### src/rtl/pad_pwr_pkg.sv
package pad_pwr_pkg;

  typedef enum logic [2:0] {
    SQ_IDLE = 3'd0,
    SQ_UP_A = 3'd1,
    SQ_UP_B = 3'd2,
    SQ_DN_A = 3'd3,
    SQ_DN_B = 3'd4
  } seq_state_t;

  localparam int STAT_VCORE_BIT = 31;
  localparam int STAT_EARLY_BIT = 30;
  localparam int STAT_MAIN_BIT  = 29;

  localparam int REQ_EN  = 0;
  localparam int REQ_DIS = 1;
  localparam int REQ_KINDS = 2;

endpackage

### src/rtl/pps_step_timer.sv
module pps_step_timer #(
  parameter int STEP_CYCLES = 20000
) (
  input  logic clk,
  input  logic rst,
  input  logic run,
  output logic done
);
  localparam int TW = (STEP_CYCLES < 2) ? 1 : $clog2(STEP_CYCLES);
  localparam logic [TW-1:0] LAST = TW'(STEP_CYCLES - 1);

  logic [TW-1:0] tmr;

  assign done = run && (tmr == LAST);

  always_ff @(posedge clk) begin
    if (rst || !run || done) tmr <= '0;
    else                     tmr <= tmr + 1'b1;
  end

  assert_timer_in_range_R11: assert property (@(posedge clk) disable iff (rst)
    tmr <= LAST);

endmodule

### src/rtl/pps_use_counter.sv
module pps_use_counter #(
  parameter int CNT_W = 4
) (
  input  logic clk,
  input  logic rst,
  input  logic inc,
  input  logic dec,
  output logic cnt_zero,
  output logic cnt_one,
  output logic cnt_full
);
  localparam logic [CNT_W-1:0] FULL = {CNT_W{1'b1}};

  logic [CNT_W-1:0] cnt;

  assign cnt_zero = (cnt == '0);
  assign cnt_one  = (cnt == CNT_W'(1));
  assign cnt_full = (cnt == FULL);

  always_ff @(posedge clk) begin
    if (rst)      cnt <= '0;
    else if (inc) cnt <= cnt + 1'b1;
    else if (dec) cnt <= cnt - 1'b1;
  end

  assert_no_overflow_R10: assert property (@(posedge clk) disable iff (rst)
    !(inc && cnt_full));
  assert_no_underflow_R6: assert property (@(posedge clk) disable iff (rst)
    !(dec && cnt_zero));
  assert_single_op_R9: assert property (@(posedge clk) disable iff (rst)
    !(inc && dec));

endmodule

### src/rtl/pps_req_slot.sv
module pps_req_slot (
  input  logic clk,
  input  logic rst,
  input  logic req,
  input  logic take,
  output logic ready
);
  logic held;

  assign ready = req | held;

  always_ff @(posedge clk) begin
    if (rst) held <= 1'b0;
    else     held <= (held | req) & ~take;
  end

  assert_take_has_request_R8: assert property (@(posedge clk) disable iff (rst)
    take |-> ready);

endmodule

### src/rtl/pps_seq_ctrl.sv
module pps_seq_ctrl
  import pad_pwr_pkg::*;
(
  input  logic clk,
  input  logic rst,
  input  logic en_ready,
  input  logic dis_ready,
  input  logic cnt_zero,
  input  logic cnt_one,
  input  logic cnt_full,
  input  logic step_done,
  output logic en_take,
  output logic dis_take,
  output logic inc,
  output logic dec,
  output logic timer_run,
  output logic clamp_main,
  output logic clamp_early,
  output logic vcore_down,
  output logic busy,
  output logic err_pulse
);
  seq_state_t state, state_d;
  logic idle, start_up, start_dn;

  assign idle      = (state == SQ_IDLE);
  assign en_take   = idle & en_ready;
  assign dis_take  = idle & dis_ready & ~en_ready;
  assign inc       = en_take & ~cnt_full;
  assign dec       = dis_take & ~cnt_zero;
  assign start_up  = inc & cnt_zero;
  assign start_dn  = dec & cnt_one;
  assign timer_run = ~idle;

  always_comb begin
    state_d = state;
    unique case (state)
      SQ_IDLE: begin
        if (start_up)      state_d = SQ_UP_A;
        else if (start_dn) state_d = SQ_DN_A;
      end
      SQ_UP_A: if (step_done) state_d = SQ_UP_B;
      SQ_UP_B: if (step_done) state_d = SQ_IDLE;
      SQ_DN_A: if (step_done) state_d = SQ_DN_B;
      SQ_DN_B: if (step_done) state_d = SQ_IDLE;
      default: state_d = SQ_IDLE;
    endcase
  end

  always_ff @(posedge clk) begin
    if (rst) begin
      state       <= SQ_IDLE;
      clamp_main  <= 1'b1;
      clamp_early <= 1'b1;
      vcore_down  <= 1'b1;
      busy        <= 1'b0;
      err_pulse   <= 1'b0;
    end else begin
      state     <= state_d;
      busy      <= (state_d != SQ_IDLE);
      err_pulse <= (en_take & cnt_full) | (dis_take & cnt_zero);
      if (start_up)                          clamp_main  <= 1'b0;
      if (state == SQ_UP_A && step_done)     clamp_early <= 1'b0;
      if (state == SQ_UP_B && step_done)     vcore_down  <= 1'b0;
      if (start_dn)                          vcore_down  <= 1'b1;
      if (state == SQ_DN_A && step_done)     clamp_early <= 1'b1;
      if (state == SQ_DN_B && step_done)     clamp_main  <= 1'b1;
    end
  end

  // Release order: vcore_down low implies both clamps low; early low implies main low.
  assert_order_vcore_R2: assert property (@(posedge clk) disable iff (rst)
    !vcore_down |-> !clamp_early);
  assert_order_early_R5: assert property (@(posedge clk) disable iff (rst)
    !clamp_early |-> !clamp_main);
  assert_main_fall_busy_R2: assert property (@(posedge clk) disable iff (rst)
    $fell(clamp_main) |-> busy);
  assert_vcore_rise_busy_R5: assert property (@(posedge clk) disable iff (rst)
    $rose(vcore_down) |-> busy);
  assert_quiet_when_idle_R3: assert property (@(posedge clk) disable iff (rst)
    (!busy && !$past(busy)) |-> $stable({clamp_main, clamp_early, vcore_down}));
  assert_err_no_change_R6: assert property (@(posedge clk) disable iff (rst)
    (err_pulse && !busy) |-> $stable({clamp_main, clamp_early, vcore_down}));

endmodule

### src/rtl/pad_power_sequencer.sv
module pad_power_sequencer
  import pad_pwr_pkg::*;
#(
  parameter int STEP_CYCLES = 20000,
  parameter int CNT_W       = 4
) (
  input  logic        clk,
  input  logic        rst,
  input  logic        en_req,
  input  logic        dis_req,
  output logic        clamp_main,
  output logic        clamp_early,
  output logic        vcore_down,
  output logic [31:0] ctrl_word,
  output logic        busy,
  output logic        err_pulse
);
  logic [REQ_KINDS-1:0] req_in, req_ready, req_take;
  logic cnt_zero, cnt_one, cnt_full;
  logic inc, dec, timer_run, step_done;

  assign req_in[REQ_EN]  = en_req;
  assign req_in[REQ_DIS] = dis_req;

  for (genvar k = 0; k < REQ_KINDS; k++) begin : g_slot
    pps_req_slot u_slot (
      .clk   (clk),
      .rst   (rst),
      .req   (req_in[k]),
      .take  (req_take[k]),
      .ready (req_ready[k])
    );
  end

  pps_use_counter #(.CNT_W(CNT_W)) u_count (
    .clk      (clk),
    .rst      (rst),
    .inc      (inc),
    .dec      (dec),
    .cnt_zero (cnt_zero),
    .cnt_one  (cnt_one),
    .cnt_full (cnt_full)
  );

  pps_step_timer #(.STEP_CYCLES(STEP_CYCLES)) u_timer (
    .clk  (clk),
    .rst  (rst),
    .run  (timer_run),
    .done (step_done)
  );

  pps_seq_ctrl u_ctrl (
    .clk         (clk),
    .rst         (rst),
    .en_ready    (req_ready[REQ_EN]),
    .dis_ready   (req_ready[REQ_DIS]),
    .cnt_zero    (cnt_zero),
    .cnt_one     (cnt_one),
    .cnt_full    (cnt_full),
    .step_done   (step_done),
    .en_take     (req_take[REQ_EN]),
    .dis_take    (req_take[REQ_DIS]),
    .inc         (inc),
    .dec         (dec),
    .timer_run   (timer_run),
    .clamp_main  (clamp_main),
    .clamp_early (clamp_early),
    .vcore_down  (vcore_down),
    .busy        (busy),
    .err_pulse   (err_pulse)
  );

  always_comb begin
    ctrl_word                 = '0;
    ctrl_word[STAT_VCORE_BIT] = vcore_down;
    ctrl_word[STAT_EARLY_BIT] = clamp_early;
    ctrl_word[STAT_MAIN_BIT]  = clamp_main;
  end

  assert_word_matches_R7: assert property (@(posedge clk) disable iff (rst)
    ctrl_word[28:0] == '0);

endmodule

### config.mk
export PLATFORM = sky130hd
export DESIGN_NAME = pad_power_sequencer
export DESIGN_NICKNAME = d
export VERILOG_FILES = /design/src/rtl/pad_pwr_pkg.sv /design/src/rtl/pps_step_timer.sv /design/src/rtl/pps_use_counter.sv /design/src/rtl/pps_req_slot.sv /design/src/rtl/pps_seq_ctrl.sv /design/src/rtl/pad_power_sequencer.sv
export SDC_FILE = /design/constraint.sdc
export NUM_CORES = 1
export LEC_CHECK = 0
export BUFFER_PORTS_ARGS = -buffer_cell sky130_fd_sc_hd__buf_4
export CORE_MARGIN = 10
export CORE_UTILIZATION = 50
export DETAILED_ROUTE_END_ITERATION = 10
export HOLD_SLACK_MARGIN = 0.1
export PLACE_DENSITY = 0.81
export SLEW_MARGIN = 20
export SYNTH_ARGS = -nofsm -noshare
export SYNTH_HDL_FRONTEND = slang
export SYNTH_SLANG_ARGS = --single-unit
### constraint.sdc
create_clock -name clk -period 4.1 [get_ports clk]
set_clock_uncertainty 0.05 [all_clocks]
set_input_delay 0.41 -clock clk [delete_from_list [all_inputs] [get_ports clk]]
set_output_delay 0.41 -clock clk [all_outputs]
set_load 0.01 [all_outputs]
# == Word level (Yosys, flattened, before mapping) ==
# Cells that the tools add are included.
# classes
add_sub_neg,3
bitwise_logic,20
eq_ne,7
n_reduce_logical,15
muxes,8
# ops
cell,n
$add 15x1->15 const B,1
$eq 15x15->1 const B,1
$mux 3,5
$pmux 3 s4,1
$and 1x1->1,11
$mux 4,2
$reduce_or 2->1,4
$eq 3x2->1 const B,2
$not 1->1,6
$logic_and 1x1->1,5
$add 4x1->4 const B,1
$eq 4x1->1 const B,1
$eq 4x4->1 const B,1
$logic_not 4->1,1
$sub 4x1->4 const B,1
$eq 3x1->1 const B,1
$eq 3x3->1 const B,1
$logic_not 3->1,1
$or 1x1->1,3
$reduce_bool 3->1,1
$logic_or 1x1->1,2
$reduce_bool 2->1,1
# word_totals
input_bits,4
wordCells,63
out_inout_bits,37
register_bits,29

# == Longest topological paths before layout ==
# Gate-level depths: netlist of the first run.
# depth
ltp_word,9
depth_mapped,7

# == Cells and area by module ==
# Synthesis of the first run repeated with hierarchy kept, for this count alone.
# hier_totals
hier_cells,190
area_unflattened_um2,1675.4
# by_module_without_submodules
mod,seq_area_each_um2,area_per_inst_um2,cells_each,n_inst
pps_step_timer,300.3,686.9,76,1
pps_seq_ctrl,160.2,415.4,45,1
pps_use_counter,80.1,261.5,30,1
pad_power_sequencer,0.0,244.0,33,1
pps_req_slot,20.0,33.8,3,2

# == Least setup slack after synthesis of the first run ==
# OpenSTA, ideal clock, no wires.
# synth_timing
path_type,reg-to-reg
start,reg u_timer.tmr[5]
end,reg u_ctrl.vcore_down
required_ns,3.928
period_less_slack_ns,2.305
arrival_time_ns,2.134
path_buffers,1
slack_ns,1.795
stages_incl_launch_ff,6
cell_sequence,dfxtp_1 -> or4b_1 -> or4_1 -> clkbuf_2 -> or3_1 -> a221o_1
# synth_between
elab_chain_len,3
# synth_lines
element,line,source
from (decl),pps_step_timer.sv:12,logic [TW-1:0] tmr;
from (signal assigned),pps_step_timer.sv:18,else tmr <= tmr + 1'b1;
$eq 15x15->1,pps_step_timer.sv:14,assign done = run && (tmr == LAST);
$logic_and 1x1->1,pps_step_timer.sv:14,
$logic_and 1x1->1,pps_seq_ctrl.sv:64,if (state == SQ_UP_B && step_done) vcore_down <= 1'b0;
to (signal assigned),pps_seq_ctrl.sv:55,vcore_down <= 1'b1;
to (signal assigned),pps_seq_ctrl.sv:64,
to (signal assigned),pps_seq_ctrl.sv:65,if (start_dn) vcore_down <= 1'b1;
to (decl),pps_seq_ctrl.sv:19,"output logic vcore_down,"
# Every way passes these cells.
# A chain may end at the register's enable or synchronous reset.

# == Final worst setup path of the first run ==
# Same ends and word-level chain as after synthesis.

==> results_dict.tcl, run 1 <==
set metrics [dict create \
    irDropWorstVdd_mv 0.334 \
    drtAntennaViolNets 0 \
    setup_viol 0 \
    cp_slowest_cell "or4_1" \
    routed_via_density 4.93 \
    ys_ff_latch 29 \
    post-dp-hpwl_um 2190 \
    ctsRootBufferMaster "clkbuf_4" \
    worst_pin_slew_ns 0.660 \
    placed_area_um2 1610 \
    die_w_um 77.1 \
    crit_chain "or4b_1, or4_1, or3_1, a221o_1" \
    hold_viol_final 0 \
    slew_headroom 0.556 \
    path_delay_family "simple AND/OR/NAND/NOR gates" \
    h-tree-depth 2 \
    core_area_um2 3080 \
    postCtsHoldBufs 0 \
    yosysUniqueCellTypes 45 \
    antennaDiodeCount 0 \
    leakagePower_nw 0.680 \
    synthCells 194 \
    grtUsageTotal 0.100 \
    num_vias 1213 \
    critPathMaxFanout 7 \
    ff2ff_path_depth 4 \
    crit_type "register to register" \
    antenna_found_initial 0 \
    layout_common_cells "conb_1 (29), dfxtp_1 (29), nor2_1 (25)" \
    cap_violations 0 \
    synth_edf_count 0 \
    clk_pin_slew_ns 0.10 \
    layout_worst_path_cycle_share 0.589 \
    slew_viol_final 0 \
    drive_above_1_share 0.119 \
    timing.setup.tns_ns 0 \
    wl_per_cell_um 12.1 \
    endpoint_kind "register" \
    cts_resized 0 \
    io_pins 41 \
    insertion_delay_ns 0.33 \
    syn-cell-area_um2 1630 \
    synthFlopType "dfxtp_1" \
    fmax_mhz 414 \
    drtIter0Drc 36 \
    globalplace.congestion 0.806 \
    outcome "finished clean" \
    area_delta_synth_final_pct 4.75 \
    drt-pass1-iter-count 4 \
    final_area_um2 1710 \
    fin_crit_ns 2.41 \
    crit_arrival_ns 2.60 \
    cts_tree "built" \
    drc 0 \
    nets 209 \
    cts_made_buffers 5 \
    initial_core_util 0.530 \
    rsz0062_at_grt "false" \
    power.total_mw 0.860 \
    ys_async_sr_fraction 0 \
    hold_depth 2 \
    postCtsSetupBuffers 0 \
    critPathLaunchType "register" \
    grt_pass1_vias 1115 \
    ys_seq_area_frac 0.356 \
    dieArea_um2 5950 \
    rows 20 \
    min-delay-path-class "input pin to register" \
    crit_buf_inv 0 \
    grt_pass1_wl_um 5080 \
    die_height_um 77.1 \
    clockBufferDepth 2 \
    critPathMaxStageDelay_ns 0.67 \
    avgSynthCellArea_um2 8.41 \
    grt_max_degree 18 \
    powerDensity_nw_per_um2 503 \
    grt_remaining_overflow 0 \
    portBuffers 11 \
    cp.depth 4 \
    clkSinkCount 29 \
    drt-total-wl_um 2980 \
    required_ns 4.28 \
    yosys_warnings 0 \
]
state kept, by name (all words and copies together), names as in the netlist:
register and count:
u_timer.tmr 15, u_count.cnt 4, u_ctrl.state 3, g_slot.u_slot.held 2
u_ctrl.busy 1, u_ctrl.clamp_early 1, u_ctrl.clamp_main 1, u_ctrl.err_pulse 1
u_ctrl.vcore_down 1
synth_stat cells, types with 2 or more instances:
cell type | n | share of area
nor3_1 | 9 | 0.028
nand3_1 | 6 | 0.018
nor2b_1 | 3 | 0.012
nand2b_1 | 2 | 0.0077
xnor2_1 | 9 | 0.048
nor4_1 | 4 | 0.015
nor2_1 | 25 | 0.058
o31ai_1 | 2 | 0.0092
mux2_2 | 2 | 0.014
xor2_1 | 4 | 0.021
a21oi_1 | 4 | 0.012
or3_1 | 3 | 0.012
nand4_1 | 4 | 0.015
dfxtp_1 | 29 | 0.36
a22oi_1 | 2 | 0.0092
nand2_1 | 8 | 0.018
and3_1 | 2 | 0.0077
nor3b_1 | 3 | 0.014
o21ai_0 | 2 | 0.0061
mux2i_1 | 2 | 0.012
ha_1 | 4 | 0.031
inv_1 | 6 | 0.014
buf_4 | 32 | 0.15
clkbuf_1 | 6 | 0.014
report_power, final:
part / leakage, nW / switching [mW] / total, mW / internal [mW]
clock network: 0.0552 / 0.106 / 0.295 / 0.189
logic: 0.389 / 0.118 / 0.209 / 0.0911
registers: 0.236 / 0.0396 / 0.356 / 0.317
layout make-up:
class | instances | area [µm²]
clock buffers | 5 | 37.5
multi-input cells | 148 | 866
flip-flops and latches | 29 | 581
well taps | 44 | 55.1
inverters | 6 | 22.5
clock inverters | 3 | 65.1
repair buffers | 11 | 82.6
fillers | 291 | 1370
worst paths after layout:
path / start / to / slack, ns
min reg2reg: u_timer.tmr[0] / u_timer.tmr[0] / 0.42
min: rst / u_count.cnt[1] / 0.31
max: u_timer.tmr[5] / u_ctrl.vcore_down / 1.69
max reg2reg: u_timer.tmr[5] / u_ctrl.vcore_down / 1.69
logic make-up (layout without fill, tap and decap cells):
family,Yosys count,count (layout),synth area share
other,1,29,0.00230
flip-flops,29,29,0.356
AND/OR/NAND/NOR,80,80,0.261
XOR/XNOR,13,13,0.0698
buffers and inverters,45,25,0.178
multiplexers,4,4,0.0261
AO/OA/AOI/OAI,18,18,0.0767
adder cells (fa/ha/maj),4,4,0.0307
per-layer routing:
| metal | vias up | track usage | wire length [µm] |
|---|---|---|---|
| li1 | 614 | - | - |
| met1 | 564 | 0.114 | 1340 |
| met2 | 29 | 0.161 | 1460 |
| met3 | 6 | 0.0326 | 128 |
| met4 | 0 | 0.0547 | 58 |
| met5 | - | 0 | 0 |
through the flow:
stage               setup slack, ns  instances  hold slack [ns]  utilization
CTS                            1.70        246            0.303        0.555
floorplan                      1.79        222            0.380            -
finish                         1.69        246            0.311        0.555
global route                   1.60        246            0.338        0.555
detailed placement             1.71        238            0.407        0.522
global placement               1.74        238            0.397        0.522
worst register-to-register path, cell delays in order (launching register included):
cell and delay (ns):
dfxtp_1 0.38, or4b_1 0.55, or4_1 0.67, or3_1 0.39
a221o_1 0.29
Power figures use the tool's default switching activity.
==> inputs of run 2 (changes only) <==
--- a/config.mk
+++ b/config.mk
@@ -5,12 +5,13 @@
 export SDC_FILE = /design/constraint.sdc
 export NUM_CORES = 1
 export LEC_CHECK = 0
+export ABC_AREA = 1
 export BUFFER_PORTS_ARGS = -buffer_cell sky130_fd_sc_hd__buf_4
 export CORE_MARGIN = 10
 export CORE_UTILIZATION = 50
 export DETAILED_ROUTE_END_ITERATION = 10
 export HOLD_SLACK_MARGIN = 0.1
-export PLACE_DENSITY = 0.81
+export PLACE_DENSITY = 0.8
 export SLEW_MARGIN = 20
 export SYNTH_ARGS = -nofsm -noshare
 export SYNTH_HDL_FRONTEND = slang
==> constraint.sdc (replaced) <==
create_clock -name clk -period 2.4 [get_ports clk]
set_clock_uncertainty 0.05 [all_clocks]
set_input_delay 0.24 -clock clk [delete_from_list [all_inputs] [get_ports clk]]
set_output_delay 0.24 -clock clk [all_outputs]
set_load 0.01 [all_outputs]
==> run 2 against run 1 <==
  * Clock power up 49%
  * Utilization up 0.088 points
  * Via count is 9.7% higher
  * Synthesized cell count rose by 20%
  * Highest routed layer unchanged
  * Final cell count is 19% higher
  * Count of clock-buffer cells in the layout is 2 higher
  * Synthesized area grew 12%
  * Die area grew 8.7%
  * Register-to-register slack lost 0.92 ns
  * Worst hold slack worse by 0.15 ns
  * First-iteration DRC count grew 140%
  * Flip-flop and latch count unchanged
==> results_dict.tcl, run 2 <==
set metrics [dict create \
    crit_arrival_ns 1.81 \
    r2r_start "u_timer.tmr[0]" \
    drc 0 \
    routed_via_density 4.54 \
    yosysTopAreaCellShare 0.318 \
    cts_resized 0 \
    io_pins 41 \
    initial_core_util 0.530 \
    hold_viol_final 0 \
    clkSinkCount 29 \
    largest_reg_flops 15 \
    globalplace.congestion 0.894 \
    synthFlopType "dfxtp_1" \
    critPathMaxFanout 15 \
    nets 254 \
    num_vias 1331 \
    yosysUniqueCellTypes 34 \
    placed_area_um2 1800 \
    hold_ws_ns 0.158 \
    synthSimpleGateAreaFrac 0.348 \
    avgSynthCellArea_um2 7.83 \
    yosys-top-cells-area "dfxtp_1 (32%), buf_4 (14%), nand2_1 (8.0%), inv_1 (6.0%), nor2_2 (3.4%)" \
    synth_compound_area_frac 0.0644 \
    grt_remaining_overflow 0 \
    min_from "en_req" \
    fmax_mhz 613 \
    syn-cell-area_um2 1830 \
    timing.setup.tns_ns 0 \
    required_ns 2.58 \
    drive_above_1_share 0.243 \
    area_delta_synth_final_pct 4.87 \
    wl_per_cell_um 10.9 \
    final_area_um2 1910 \
    ctsRootBufferMaster "clkbuf_8" \
    top_register "u_timer.tmr" \
    cpMostUsedCell "inv_1" \
    mostFrequentLayoutCell "nand2_1" \
    synthCells 233 \
    h-tree-depth 2 \
    regArea_um2 581 \
    clk_pin_slew_ns 0.07 \
    cap_violations 0 \
    slew_viol_final 0 \
    layout_worst_path_cycle_share 0.680 \
    drtAntennaViolNets 0 \
    grtUsageTotal 0.108 \
    die_w_um 80.4 \
    layout_common_cells "nand2_1 (39), inv_1 (29), conb_1 (29), dfxtp_1 (29), buf_4 (11)" \
    grt_max_degree 16 \
    synth-xor-area-share 0.0240 \
    dieArea_um2 6470 \
    yosys_warnings 0 \
    crit_type "input pin to register" \
    drt-total-wl_um 3200 \
    synth_common_cells "nand2_1 (39), buf_4 (33), dfxtp_1 (29), inv_1 (29)" \
    portBuffers 11 \
    rsz0062_at_grt "false" \
    leakagePower_nw 0.891 \
    yosysMostFrequentCell "nand2_1" \
    fin_crit_ns 1.63 \
    crit_chain "dlygate4sd3_1, buf_4, inv_1, nand3_4, nand3b_1, inv_1" \
    synth_top_family_by_area "simple AND/OR/NAND/NOR gates" \
    yosys.area.top_type "dfxtp_1" \
    insertion_delay_ns 0.28 \
    clockBufferDepth 2 \
    die_height_um 80.4 \
    min-delay-path-class "input pin to register" \
    post-dp-hpwl_um 2590 \
    irDropWorstVdd_mv 0.539 \
    synth_edf_count 0 \
    grt_pass1_wl_um 5570 \
    top_regs "u_timer.tmr: 15 flops, u_count.cnt: 4 flops, u_ctrl.state: 3 flops" \
    hold_depth 3 \
    reg2reg_slack_ns 0.77 \
    ys_ff_latch 29 \
    final_util 0.556 \
    synth_mux_area_frac 0 \
    ff2ff_path_depth 7 \
    critPathLaunchType "input pin" \
    cp_slowest_cell "dlygate4sd3_1" \
    ys_seq_area_frac 0.318 \
    powerDensity_nw_per_um2 835 \
    cts_made_buffers 5 \
    core_area_um2 3440 \
    cts_tree "built" \
    synth_fa_ha_area_frac 0.0274 \
    grt_pass1_vias 1318 \
    drtIter0Drc 86 \
    antennaDiodeCount 0 \
    rows 21 \
    drt-pass1-iter-count 4 \
    r2r-end "u_timer.tmr[14]" \
    nFillCells 342 \
    endpoint_kind "register" \
    outcome "finished clean" \
    hold_end "g_slot[0].u_slot.held" \
    multi_input_area_um2 956 \
    antenna_found_initial 0 \
    critPathMaxStageDelay_ns 0.54 \
    ys_async_sr_fraction 0 \
    setup_viol 0 \
]
-- run 2: cell types whose count changed after synthesis, sizes merged, moves of 4 or more --
cell	before	now
nand2	8	48
inv	6	31
nand3	6	17
xnor2	9	0
a21oi	4	11
clkbuf	7	0
nor3	9	5
nor4	4	0
-- run 2: final cells by class --
type | count | share of cell area
Sequential cell | 29 | 0.303
Inverter | 33 | 0.0660
Clock inverter | 1 | 0.00261
Clock buffer | 7 | 0.0503
Tap cell | 46 | 0.0301
Timing Repair Buffer | 12 | 0.0484
Multi-Input combinational cell | 165 | 0.499
-- run 2: metal layers --
metal / routed length, µm / GRT usage / part of all wire / vias up
li1: - / - / - / 695
met1: 1330 / 0.109 / 0.42 / 598
met2: 1570 / 0.183 / 0.49 / 36
met3: 282 / 0.0557 / 0.088 / 2
met4: 19 / 0.0423 / 0.0059 / 0
met5: 0 / 0 / 0 / -
-- run 2: worst max path at each step --
| stage | startpoint | endpoint | slack [ns] | cells after the start |
|---|---|---|---|---|
| detailed placement | u_timer.tmr[0] | u_timer.tmr[14] | 0.77 | 7 |
| floorplan | u_timer.tmr[0] | u_timer.tmr[11] | 0.98 | 7 |
| global route | u_timer.tmr[0] | u_timer.tmr[14] | 0.64 | 7 |
| finish | rst | u_timer.tmr[14] | 0.77 | 6 |
| CTS | rst | u_timer.tmr[2] | 0.76 | 5 |
| global placement | u_timer.tmr[0] | u_timer.tmr[14] | 0.83 | 7 |
-- run 2: logic make-up (layout without fill, tap and decap cells) --
kind of cell	Yosys count	after routing
AOI/OAI and AO/OA	19	19
DFF	29	29
buffers and inverters	67	53
other	1	29
adders and majority gates	4	4
xor gates and xnor gates	5	5
and+or+nand+nor	108	108
-- run 2: stage by stage --
step                      power (mW)  std cells  worst slack [ns]
final                           1.60        293             0.769
after global routing            1.73        293             0.642
after CTS                       1.62        293             0.761
after detailed placement        1.17        284             0.766
after global placement          1.15        284             0.832
after floorplan                 1.11        261             0.975
-- run 2: power breakdown --
part / internal, mW / total, mW / switching [mW]
clock network: 0.259 / 0.440 / 0.181
logic: 0.196 / 0.552 / 0.356
registers: 0.549 / 0.607 / 0.0581
total: 1.00 / 1.60 / 0.595
-- run 2: timing repair --
item	4_1_cts	5_1_grt
buffers inserted	0	0
hold endpoints to repair	2	0
hold buffers	1	0
-- run 2: critical path: cells and delay by family --
kind	cells	cell delay, ns
buffers and inverters	4	1.04
and+or+nand+nor	2	0.53
==> inputs of run 3 (changes only) <==
--- a/config.mk
+++ b/config.mk
@@ -8,10 +8,10 @@
 export ABC_AREA = 1
 export BUFFER_PORTS_ARGS = -buffer_cell sky130_fd_sc_hd__buf_4
 export CORE_MARGIN = 10
-export CORE_UTILIZATION = 50
+export CORE_UTILIZATION = 49
 export DETAILED_ROUTE_END_ITERATION = 10
 export HOLD_SLACK_MARGIN = 0.1
-export PLACE_DENSITY = 0.8
+export PLACE_DENSITY = 0.81
 export SLEW_MARGIN = 20
 export SYNTH_ARGS = -nofsm -noshare
 export SYNTH_HDL_FRONTEND = slang
==> constraint.sdc (replaced) <==
create_clock -name clk -period 1.4 [get_ports clk]
set_clock_uncertainty 0.05 [all_clocks]
set_input_delay 0.14 -clock clk [delete_from_list [all_inputs] [get_ports clk]]
set_output_delay 0.14 -clock clk [all_outputs]
set_load 0.01 [all_outputs]
==> run 3 against run 2 <==
  * The flow now finishes with violations (negative setup slack)
  * Clock power rose by 140%
  * Via count rose by 14%
  * Global-route usage rose by 1.4 points
  * Worst hold slack got worse by 0.0075 ns
  * Routed wire length rose by 31%
  * Sequential share of layout area fell by 4.2 points
  * Total power rose by 120%
  * Count of clock-buffer cells in the layout fell by 2
  * Combinational power rose to 2.6 times the previous value
  * Design area rose by 18%
  * Register-to-register slack got worse by 0.77 ns
  * Sequential power rose by 76%
  * Critical path type is now register to register
  * Largest cell class unchanged
  * Largest power group is now combinational cells
  * Highest routed layer unchanged
==> results_dict.tcl, run 3 (synthesis gave the netlist of run 2 again) <==
set metrics [dict create \
    outcome "finished with violations" \
    violations "negative setup slack" \
    insertion_delay_ns 0.29 \
    drc 0 \
    area_delta_synth_final_pct 23.6 \
    leakagePower_nw 1.04 \
    dp_cells 305 \
    nets 277 \
    antennaDiodeCount 0 \
    largest_reg_flops 15 \
    globalplace.congestion 0.900 \
    multi_input_area_um2 1060 \
    drt-total-wl_um 4210 \
    grt_remaining_overflow 0 \
    hold_viol_final 0 \
    post-dp-hpwl_um 2960 \
    die_height_um 81.0 \
    h-tree-depth 2 \
    cts_made_buffers 5 \
    rows 22 \
    drtAntennaViolNets 0 \
    grt_max_degree 11 \
    crit_arrival_ns 1.53 \
    grtUsageTotal 0.122 \
    io_pins 41 \
    drt-pass1-iter-count 6 \
    final_cells 318 \
    ctsRootBufferMaster "clkbuf_8" \
    irDropWorstVdd_mv 0.779 \
    regArea_um2 589 \
    required_ns 1.52 \
    layout_worst_path_cycle_share 1.00 \
    post-route-worst-setup-slack_ns -0.00546 \
    powerDensity_nw_per_um2 1570 \
    dieArea_um2 6570 \
    timing.setup.tns_ns -0.00546 \
    cap_violations 0 \
    grt_pass1_wl_um 6290 \
    top_regs "u_timer.tmr: 15 flops, u_count.cnt: 4 flops, u_ctrl.state: 3 flops" \
    crit_type "register to register" \
    slew_viol_final 0 \
    drive_above_1_share 0.381 \
    grt_pass1_vias 1414 \
    cts_tree "built" \
    critPathLaunchType "register" \
    fmax_mhz 712 \
    clkSinkCount 29 \
    final_util 0.621 \
    layout_common_cells "nand2_1 (37), buf_4 (32), conb_1 (29)" \
    antenna_found_initial 0 \
    core_area_um2 3630 \
    die_w_um 81.0 \
    endpoint_kind "register" \
    wl_per_cell_um 13.2 \
    initial_core_util 0.502 \
    rsz0062_at_grt "true" \
    fin_crit_ns 1.41 \
    nFillCells 308 \
    min-delay-path-class "input pin to register" \
    routed_via_density 4.77 \
    clockBufferDepth 2 \
    clk_pin_slew_ns 0.07 \
    setup_viol 1 \
    pre_cts_slack_ns -0.0918 \
    num_vias 1516 \
    portBuffers 11 \
    drtIter0Drc 91 \
    critPathMaxFanout 8 \
    mostFrequentLayoutCell "nand2_1" \
    top_register "u_timer.tmr" \
]
==> run 3: cell types whose count changed in the layout (fill, tap and decap cells not counted), sizes merged <==
cell and change:
clkinv -1, buf +23, clkbuf -2, inv +1, bufinv +2
==> run 3: metal layers <==
metal  track usage  vias to the layer above  routed length (µm)
met3        0.0475                       12                 271
met4        0.0623                        0                 101
met1         0.115                      717                1530
met2         0.224                       48                2300
li1              -                      739                   -
met5             0                        -                   0
==> run 3: stage by stage <==
stage,instance area (µm²),total power [mW],hold slack [ns]
5_1_grt,2260,3.73,0.177
4_1_cts,2170,3.38,0.146
3_5_place_dp,1990,2.29,0.296
3_3_place_gp,1990,2.24,0.292
6_report,2260,3.54,0.150
2_1_floorplan,1950,1.93,0.159
==> run 3: final timing paths <==
check                                   startpoint                     to  slack [ns]  cells after the start
worst min register to register  u_ctrl.clamp_early     u_ctrl.clamp_early        0.44                      2
worst max register to register      u_timer.tmr[0]         u_timer.tmr[4]      -0.005                      7
worst min-delay path                       dis_req  g_slot[1].u_slot.held        0.15                      5
worst max-delay path                u_timer.tmr[0]         u_timer.tmr[4]      -0.005                      7
==> run 3: power by group <==
part           leakage [nW]  switching (mW)  internal [mW]
combinational         0.734           0.808          0.624
sequential            0.238           0.116          0.949
clock                0.0681           0.341          0.707
total                  1.04            1.26           2.28
==> run 3: area by class of cell <==
class                           count  share of cell area
Clock inverter                      3              0.0288
Tap cell                           48              0.0266
Timing Repair Buffer               35               0.129
Multi-Input combinational cell    165               0.468
Inverter                           33              0.0565
Clock buffer                        5              0.0305
Sequential cell                    29               0.261
==> run 3: timing repair <==
item,CTS,global route
gates resized for setup,9,18
hold buffers,1,0
hold endpoints to repair,3,0
pin swaps,3,9
endpoints found under the setup margin,24,26
buffers inserted,1,3
==> run 3: critical path, stage by stage, from the launching register on <==
cell and delay [ns]:
dfxtp_2 0.35, ha_4 0.15, nand3_4 0.10, a21oi_4 0.16
nand3_4 0.14, nand3_4 0.16, buf_12 0.14, nor3b_2 0.04
